===== src/rtl/aux_snap_pkg.sv =====
package aux_snap_pkg;
  localparam int unsigned TIME_W   = 64;
  localparam int unsigned WORD_W   = 32;
  localparam int unsigned OFF_EVT  = 32'h20;
  localparam int unsigned OFF_LO   = 32'h30;
  localparam int unsigned OFF_HI   = 32'h34;
  localparam int unsigned FLAG_BIT = 0;
endpackage


===== src/rtl/aux_snap_sync.sv =====
module aux_snap_sync #(
  parameter int unsigned STAGES = 2
) (
  input  logic clk_i,
  input  logic rst_ni,
  input  logic d_i,
  output logic q_o
);
  logic [STAGES-1:0] stg_q;

  for (genvar g = 0; g < STAGES; g++) begin : g_stage
    if (g == 0) begin : g_first
      always_ff @(posedge clk_i or negedge rst_ni)
        if (!rst_ni) stg_q[0] <= 1'b0;
        else         stg_q[0] <= d_i;
    end else begin : g_next
      always_ff @(posedge clk_i or negedge rst_ni)
        if (!rst_ni) stg_q[g] <= 1'b0;
        else         stg_q[g] <= stg_q[g-1];
    end
  end

  assign q_o = stg_q[STAGES-1];
endmodule


===== src/rtl/aux_snap_edge.sv =====
module aux_snap_edge (
  input  logic clk_i,
  input  logic rst_ni,
  input  logic lvl_i,
  output logic rise_o
);
  logic prev_q;

  always_ff @(posedge clk_i or negedge rst_ni)
    if (!rst_ni) prev_q <= 1'b0;
    else         prev_q <= lvl_i;

  assign rise_o = lvl_i & ~prev_q;
endmodule


===== src/rtl/aux_snap_core.sv =====
module aux_snap_core #(
  parameter int unsigned TIME_W = 64
) (
  input  logic              clk_i,
  input  logic              rst_ni,
  input  logic              rise_i,
  input  logic              slave_mode_i,
  input  logic              clr_i,
  input  logic [TIME_W-1:0] time_i,
  output logic              flag_o,
  output logic [TIME_W-1:0] snap_o
);
  logic cap;

  // clear beats a same-cycle edge; a held flag locks the snapshot
  assign cap = rise_i & slave_mode_i & ~flag_o & ~clr_i;

  always_ff @(posedge clk_i or negedge rst_ni)
    if (!rst_ni)    flag_o <= 1'b0;
    else if (clr_i) flag_o <= 1'b0;
    else if (cap)   flag_o <= 1'b1;

  always_ff @(posedge clk_i or negedge rst_ni)
    if (!rst_ni)  snap_o <= '0;
    else if (cap) snap_o <= time_i;
endmodule


===== src/rtl/aux_snap_regs.sv =====
module aux_snap_regs
  import aux_snap_pkg::*;
#(
  parameter int unsigned ADDR_W = 8
) (
  input  logic [ADDR_W-1:0] addr_i,
  input  logic              wr_i,
  input  logic [WORD_W-1:0] wdata_i,
  input  logic              flag_i,
  input  logic [TIME_W-1:0] snap_i,
  output logic              clr_o,
  output logic [WORD_W-1:0] rdata_o
);
  localparam logic [ADDR_W-1:0] A_EVT = ADDR_W'(OFF_EVT);
  localparam logic [ADDR_W-1:0] A_LO  = ADDR_W'(OFF_LO);
  localparam logic [ADDR_W-1:0] A_HI  = ADDR_W'(OFF_HI);

  logic unused_wdata;
  assign unused_wdata = ^wdata_i;

  assign clr_o = wr_i && (addr_i == A_EVT) && wdata_i[FLAG_BIT];

  always_comb begin
    rdata_o = '0;
    case (addr_i)
      A_EVT:   rdata_o[FLAG_BIT] = flag_i;
      A_LO:    rdata_o = snap_i[WORD_W-1:0];
      A_HI:    rdata_o = snap_i[TIME_W-1:WORD_W];
      default: rdata_o = '0;
    endcase
  end
endmodule


===== src/rtl/aux_snap_capture.sv =====
module aux_snap_capture
  import aux_snap_pkg::*;
#(
  parameter int unsigned ADDR_W      = 8,
  parameter int unsigned SYNC_STAGES = 2
) (
  input  logic              clk_i,
  input  logic              rst_ni,
  input  logic              trig_i,
  input  logic              slave_mode_i,
  input  logic [63:0]       sys_time_i,
  input  logic [ADDR_W-1:0] reg_addr_i,
  input  logic              reg_wr_i,
  input  logic [31:0]       reg_wdata_i,
  output logic [31:0]       reg_rdata_o
);
  logic              trig_sync;
  logic              trig_rise;
  logic              clr_req;
  logic              snap_flag;
  logic [TIME_W-1:0] snap_q;

  aux_snap_sync #(.STAGES(SYNC_STAGES)) u_sync (
    .clk_i (clk_i),
    .rst_ni(rst_ni),
    .d_i   (trig_i),
    .q_o   (trig_sync)
  );

  aux_snap_edge u_edge (
    .clk_i (clk_i),
    .rst_ni(rst_ni),
    .lvl_i (trig_sync),
    .rise_o(trig_rise)
  );

  aux_snap_core #(.TIME_W(TIME_W)) u_core (
    .clk_i       (clk_i),
    .rst_ni      (rst_ni),
    .rise_i      (trig_rise),
    .slave_mode_i(slave_mode_i),
    .clr_i       (clr_req),
    .time_i      (sys_time_i),
    .flag_o      (snap_flag),
    .snap_o      (snap_q)
  );

  aux_snap_regs #(.ADDR_W(ADDR_W)) u_regs (
    .addr_i (reg_addr_i),
    .wr_i   (reg_wr_i),
    .wdata_i(reg_wdata_i),
    .flag_i (snap_flag),
    .snap_i (snap_q),
    .clr_o  (clr_req),
    .rdata_o(reg_rdata_o)
  );
endmodule


===== config.mk =====
export PLATFORM = sky130hd
export DESIGN_NAME = aux_snap_capture
export DESIGN_NICKNAME = d
export VERILOG_FILES = /design/src/rtl/aux_snap_pkg.sv /design/src/rtl/aux_snap_sync.sv /design/src/rtl/aux_snap_edge.sv /design/src/rtl/aux_snap_core.sv /design/src/rtl/aux_snap_regs.sv /design/src/rtl/aux_snap_capture.sv
export SDC_FILE = /design/constraint.sdc
export NUM_CORES = 1
export LEC_CHECK = 0
export CAP_MARGIN = 20
export CORE_MARGIN = 3
export CORE_UTILIZATION = 46
export CTS_BUF_LIST = sky130_fd_sc_hd__clkbuf_16
export DETAILED_ROUTE_END_ITERATION = 12
export PLACE_DENSITY = 0.84
export REMOVE_ABC_BUFFERS = 1
export SYNTH_ARGS = -nofsm -noshare
export SYNTH_HDL_FRONTEND = slang
export SYNTH_HIERARCHICAL = 1
export SYNTH_SLANG_ARGS = --single-unit

===== constraint.sdc =====
create_clock -name clk_i -period 2.4 [get_ports clk_i]
set_clock_uncertainty 0.1 [all_clocks]
set_input_delay 0.48 -clock clk_i [delete_from_list [all_inputs] [get_ports clk_i]]
set_output_delay 0.48 -clock clk_i [all_outputs]
set_load 0.02 [all_outputs]

==> results of run 1 <==
## flip-flops by register name, indices dropped and copies added (netlist names)
signal / flops
u_core/flag_o: 1
u_core/snap_o: 64
u_edge/prev_q: 1
u_sync/q_o: 1
u_sync/stg_q: 1
## worst register-to-register path, stage by stage, from the launching register on
cell and delay, ns:
sky130_fd_sc_hd__dfrtp_1 0.39, sky130_fd_sc_hd__nor2b_4 0.11, sky130_fd_sc_hd__and4bb_4 0.32, sky130_fd_sc_hd__buf_12 0.25, sky130_fd_sc_hd__mux2_4 0.34
## layout make-up
type                    instances  area (µm²)
clock buffers                   9         225
clock inverters                 6        25.0
fillers                       478        1920
multi-input cells             141        1630
flip-flops and latches         68        1700
well taps                      96         120
repair buffers                127        1320
## layer usage
| metal | vias up | routed length (µm) | share of wire (%) |
|---|---|---|---|
| met1 | 1095 | 3370 | 43 |
| met2 | 71 | 3900 | 50 |
| met3 | 8 | 412 | 5.3 |
| met5 | - | 0 | 0 |
| li1 | 1022 | - | - |
| met4 | 0 | 91 | 1.2 |
## logic make-up after synthesis
| logic type | count (synthesis) |
|---|---|
| flops | 68 |
| mux | 96 |
| simple gates | 43 |
| buf+inv | 14 |
| compound gates | 2 |
## per-stage QoR
stage                     util [%]  cells
after floorplan                  -    209
after global placement        65.4    427
after detailed placement      65.4    427
after CTS                     68.6    445
after global routing          72.3    447
final                         72.3    447
## power groups by stage
stage	clock network (W)	registers [W]	logic, W
6_report	0.00110	0.00155	0.000728
5_1_grt	0.00118	0.00158	0.000778
4_1_cts	0.00113	0.00155	0.000683
3_5_place_dp	0	0.00156	0.000674
3_3_place_gp	0	0.00155	0.000655
2_1_floorplan	0	0.00152	0.000452
## Yosys cell counts, drive strengths merged
cell type / instances / area (µm²)
nor2: 37 / 139
dfrtp: 68 / 1700
nand3: 2 / 10.0
buf: 14 / 180
nand4: 1 / 6.26
and4bb: 1 / 12.5
nor2b: 2 / 20.0
a22oi: 1 / 7.51
mux2: 65 / 961
mux2i: 31 / 310
a21oi: 1 / 5.00
## worst min-delay path by stage
stage | start | end | cells past startpoint
floorplan | rst_ni | u_core/flag_o | 0
global placement | u_sync/stg_q[0] | u_sync/q_o | 0
detailed placement | u_sync/stg_q[0] | u_sync/q_o | 0
CTS | rst_ni | u_core/snap_o[21] | 2
global route | rst_ni | u_core/snap_o[53] | 2
finish | rst_ni | u_core/snap_o[54] | 2
## placed cells by master (no fill, tap or decap), drive strengths merged, types with 2 or more instances in the layout
cell type,n
clkdlybuf4s50,73
dfrtp,68
mux2,65
buf,50
nor2,37
mux2i,31
clkbuf,10
clkinv,4
inv,2
dlymetal6s2s,2
nor2b,2
nand3,2
## repair_timing
item / in CTS / in global routing
cloned: 1 / 3
gates resized for setup: 142 / 92
endpoints found under the setup margin: 32 / 31
pin swaps: 0 / 7
buffers inserted: 2 / 1
==> impl_metrics.ini, run 1 <==
[detailed_routing]
vias = 2196
post_drt_via_cell_ratio = 4.91
final_antenna_net_count = 0
drt-total-wl_um = 7770
drcViolationCount = 0
drt_pre_antenna_iters = 4
post_drt_wl_per_cell_um = 17.4
drt_iter0_markers = 70

[pwr]
netSwitchingPower_w = 0.000798
power_frac_clock_pct = 32.5
internal-power_w = 0.00258
switching_share_pct = 23.6
power_density_mw_per_mm2 = 673
fin_total_pwr_w = 0.00338
p_leak_nw = 2.28
power.sequential.fraction_pct = 46.0
ir_worst_vdd_v = 0.000394
power.combinational.fraction_pct = 21.6

[grt]
grt_antenna_before_repair = 0
number_of_global_route_vias_before_repair = 2348
grt_start_max_net_pins = 69
top_usage_layer = met2
grt_pass1_wl_um = 12000
grt_util_met3_pct = 4.14
grt_usage_pct = 18.4
grt.met1_usage_pct = 23.2
globalRouteOverflowTotal = 0
grtUsageMet2_pct = 30.5

[synthesis]
synth_seq_cells = 68
synthesis.area_per_instance_um2 = 15.0
postSynthCellCount = 223
synth_cell_types = 16
synthXorXnorAreaFrac_pct = 0
muxShareOfSynthArea_pct = 37.9
synth_simple_gate_area_share_pct = 5.60
synth-compound-area-share_pct = 0.373
netlist_area_mm2 = 0.00335
synth_adder_area_share_pct = 0
synth_top_family_by_area = multiplexers
yosys_warnings = 6
synth.yosys.seq_area_share_pct = 50.7

[clock_network]
ctsHoldBuffers = 0
h-tree-depth = 3
path_clk_slew_ns = 0.05
clk-insertion-delay-late_ns = 0.31
cts-buffers-inserted = 9
tritoncts = yes
cts.sinks = 68
ctsLongestPathBuffers = 2
ctsRootBufferMaster = sky130_fd_sc_hd__clkbuf_16

[floorplan]
floorplan.initialDensity_pct = 48.3
io_pins = 141
die_outline_area_mm2 = 0.00835
rows = 30
die_w_um = 91.4
dieHeight_um = 91.4
core_mm2 = 0.00694

[placed_design]
place_area_mm2 = 0.00454
gp_routability_congestion = 0.707
detailedPlace.worstSlack_ns = -0.469
post-dp-hpwl_um = 5010
portBuffers = 109

[sta]
worst_setup_slack_after_layout_ns = 0.0246
total_negative_setup_slacks_ns = 0
finalSetupViolations = 0
hold_ws_ns = 0.0775
period_needed_ns = 2.38
worst_pin_slew_ns = 0.356
final_hold_viol_count = 0
period_share_pct = 99.0
fmax_mhz = 421
maxSlewViolCount = 0
timing.slew.headroom_pct = 76.2

[worst_setup_path]
critical-path-top-delay-family = buffers and inverters
cp_max_fo = 5
capture_instance_of_the_worst_register_to_register_path = u_core/snap_o[54]
critPathLaunch = reg_addr_i[1]
critical-path-max-stage-delay_ns = 0.43
worstPathCellList = clkdlybuf4s50_1 -> nor2_2 -> nand4_1 -> buf_6 -> buf_6 -> nor2_2 -> buf_4
ff2ff_setup_slack_ns = 0.78
critical_path_arrival_ns = 1.80
timing.critical_path.slowest_stage_cell = sky130_fd_sc_hd__clkdlybuf4s50_1
worstSetupEndpoint = reg_rdata_o[7]
timing.rr.start = u_edge/prev_q
path_class = primary input to output pin
cp_num_cells = 7
start_kind = primary input
critical_path.endpoint_type = output pin
cp.required_ns = 1.82
critical_path_buf_inv_count = 4
timing.reg2reg.worst_path_depth = 4

[flow_run]
drv_cap = 0

[min_path]
min-delay-path-class = primary input to asynchronous set/reset pin

[final_layout]
synthToLayoutAreaGrowth_pct = 49.7
stdcell_area_mm2 = 0.00502
finalNetCount = 456
num_antenna_cells = 0
drive_above_1_share_pct = 44.7

[run_status]
outcome = finished clean
Note: power is estimated with default switching activity, not from simulation.
==> inputs of run 2 (changes only) <==
ABC_AREA = 1   (was unset)
CAP_MARGIN = 30   (was 20)
CORE_UTILIZATION = 47   (was 46)
==> run 2 against run 1 <==
  * Sequential power about the same
  * Synthesized area up 4.2%
  * Die area up 1.9%
  * Power down 6.6%
  * Global-route usage up 3.0 points
  * Synthesized cell count up 87%
  * Highest routed layer unchanged
==> impl_metrics.ini, run 2 <==
[detailed_routing]
post_drt_wl_per_cell_um = 15.0
final_antenna_net_count = 0
drcViolationCount = 0
drt_iter0_markers = 266
vias = 3289
drt-total-wl_um = 9530
post_drt_via_cell_ratio = 5.20
drt_pre_antenna_iters = 5

[floorplan]
rows = 30
die_outline_area_mm2 = 0.00851
core_mm2 = 0.00698
dieHeight_um = 92.2
die_w_um = 92.2
floorplan.initialDensity_pct = 50.1
io_pins = 141

[sta]
grt_setup_unrepaired = true
period_needed_ns = 2.38
fmax_mhz = 420
finalSetupViolations = 0
hold_ws_ns = 0.0210
final_hold_viol_count = 0
period_share_pct = 99.2
maxSlewViolCount = 0
worst_pin_slew_ns = 0.507
timing.slew.headroom_pct = 66.2

[worst_setup_path]
critical_path_buf_inv_count = 5
critical-path-max-stage-delay_ns = 0.41
critical-path-top-delay-family = buffers and inverters
start_kind = primary input
critical_path.endpoint_type = output pin
timing.critical_path.slowest_stage_cell = sky130_fd_sc_hd__clkdlybuf4s50_1
timing.rr.start = u_edge/prev_q
cp_num_cells = 9
cp_max_fo = 9
worstPathCellList = clkdlybuf4s50_1 -> inv_2 -> nand2_1 -> nor2_4 -> buf_4 -> clkbuf_16 -> nand3_1 -> nand2_1 -> buf_4
cp.required_ns = 1.82
capture_instance_of_the_worst_register_to_register_path = u_core/snap_o[1]
critical_path_arrival_ns = 1.80
timing.reg2reg.worst_path_depth = 7
path_class = primary input to output pin
ff2ff_setup_slack_ns = 0.92

[final_layout]
final.fill_count = 553
mostFrequentLayoutCell = sky130_fd_sc_hd__nand2_1
synthToLayoutAreaGrowth_pct = 40.5
finalNetCount = 641
num_antenna_cells = 0
top_register = u_core/snap_o
drive_above_1_share_pct = 15.6
largest_register_ffs = 64
stdcell_area_mm2 = 0.00491
layout.cells.most_common_list = sky130_fd_sc_hd__nand2_1, sky130_fd_sc_hd__nand3_1, sky130_fd_sc_hd__clkdlybuf4s50_1, sky130_fd_sc_hd__dfrtp_1, sky130_fd_sc_hd__buf_4

[clock_network]
cts.sinks = 68
clk-insertion-delay-late_ns = 0.32
h-tree-depth = 3
ctsRootBufferMaster = sky130_fd_sc_hd__clkbuf_16
ctsHoldBuffers = 0
ctsLongestPathBuffers = 2
cts-buffers-inserted = 9
path_clk_slew_ns = 0.05
tritoncts = yes

[placed_design]
portBuffers = 109
place_area_mm2 = 0.00457
post-dp-hpwl_um = 6050
gp_routability_congestion = 0.768

[synthesis]
synthTopCellsByArea = sky130_fd_sc_hd__dfrtp_1, sky130_fd_sc_hd__nand3_1, sky130_fd_sc_hd__nand2_1
synth_seq_cells = 68
synth_top_family_by_area = simple AND/OR/NAND/NOR gates
synth-async-reset-ratio_pct = 100
synth_adder_area_share_pct = 0
post-synth-top-count-cell = sky130_fd_sc_hd__nand2_1
synth_simple_gate_area_share_pct = 39.5
synthesis.area_per_instance_um2 = 8.38
yosys_warnings = 6
muxShareOfSynthArea_pct = 0
synth.yosys.seq_area_share_pct = 48.7
netlist_area_mm2 = 0.00349
postSynthCellCount = 417
synthXorXnorAreaFrac_pct = 0
synth_top_cells_by_count = sky130_fd_sc_hd__nand2_1, sky130_fd_sc_hd__nand3_1, sky130_fd_sc_hd__dfrtp_1
synth_top_cell_by_area = sky130_fd_sc_hd__dfrtp_1
netlist.area_leader.share_pct = 48.7
synth_edf_count = 0
synth-compound-area-share_pct = 0
commonest_register_cell_after_synthesis = sky130_fd_sc_hd__dfrtp_1
synth_cell_types = 17

[pwr]
power_density_mw_per_mm2 = 642
p_leak_nw = 2.62
ir_worst_vdd_v = 0.000465

[grt]
grt_antenna_before_repair = 0
grt_usage_pct = 21.4
grt_pass1_wl_um = 14500
number_of_global_route_vias_before_repair = 3102
globalRouteOverflowTotal = 0
grt_start_max_net_pins = 54

[min_path]
min-delay-path-class = primary input to asynchronous set/reset pin

[run_status]
outcome = finished clean

[flow_run]
drv_cap = 0
[run 2: cell types whose count changed after synthesis, moves of 3 or more]
cell,delta
sky130_fd_sc_hd__mux2i_1,-31
sky130_fd_sc_hd__mux2_2,-4
sky130_fd_sc_hd__nor2_4,+3
sky130_fd_sc_hd__buf_4,+4
sky130_fd_sc_hd__mux2_4,-61
sky130_fd_sc_hd__nand3_1,+127
sky130_fd_sc_hd__nand2_1,+165
sky130_fd_sc_hd__inv_1,+7
sky130_fd_sc_hd__buf_6,+5
sky130_fd_sc_hd__nor2_1,-33
sky130_fd_sc_hd__clkbuf_8,+6
sky130_fd_sc_hd__nand2_2,+3
[run 2: layout make-up]
cell class                 count  area, µm²  area share [%]
clock inverter                 7       27.5           0.561
tap                           96        120            2.45
inverter                       9       33.8           0.688
multi-input combinational    308       1390            28.2
clock buffer                   9        225            4.59
timing repair buffer         136       1420            28.9
sequential                    68       1700            34.6
[run 2: cell families after synthesis]
group / Yosys count
buffers and inverters: 41
DFF: 68
and+or+nand+nor: 308
[run 2: report_power, final]
part | internal [W] | total [W] | switching, W
Combinational | 0.000247 | 0.000481 | 0.000234
Clock | 0.000674 | 0.00112 | 0.000445
Sequential | 0.00141 | 0.00156 | 0.000143
[run 2: layer usage]
layer	part of all wire, %	track usage (%)
met5	0	0
met4	1.4	6.31
met3	7.4	5.25
met2	49	37.0
met1	42	26.5
[run 2: how the worst max path moves through the flow]
stage | start | endpoint | slack, ns
final | reg_addr_i[3] | reg_rdata_o[31] | 0.02
after global routing | reg_addr_i[3] | reg_rdata_o[31] | -0.03
after CTS | reg_addr_i[2] | reg_rdata_o[0] | -0.009
after detailed placement | reg_addr_i[5] | reg_rdata_o[9] | -0.42
after global placement | reg_addr_i[5] | reg_rdata_o[4] | -0.39
after floorplan | reg_addr_i[0] | u_core/snap_o[0] | -0.13
[run 2: worst reg2reg max path: cells and delay by family, from the launching register on]
family / cells / cell delay (ns)
simple gates: 5 / 0.45
flops: 1 / 0.37
buf+inv: 2 / 0.43
[run 2: timing repair]
| action | CTS | global route |
|---|---|---|
| endpoints found under the setup margin | 32 | 27 |
| cloned | 0 | 5 |
| pin swaps | 0 | 3 |
| resized for setup | 127 | 28 |
| buffers inserted | 0 | 6 |
[run 2: through the flow]
step	setup TNS (ns)	total power [W]	std cells	util, %	setup WS [ns]
global route	-0.159	0.00333	633	70.3	-0.0257
CTS	-0.00940	0.00315	622	67.0	-0.00940
global placement	-11.52	0.00199	606	65.4	-0.388
floorplan	-8.46	0.00176	385	-	-0.132
finish	0	0.00316	633	70.3	0.0189
detailed placement	-13.17	0.00203	606	65.4	-0.424
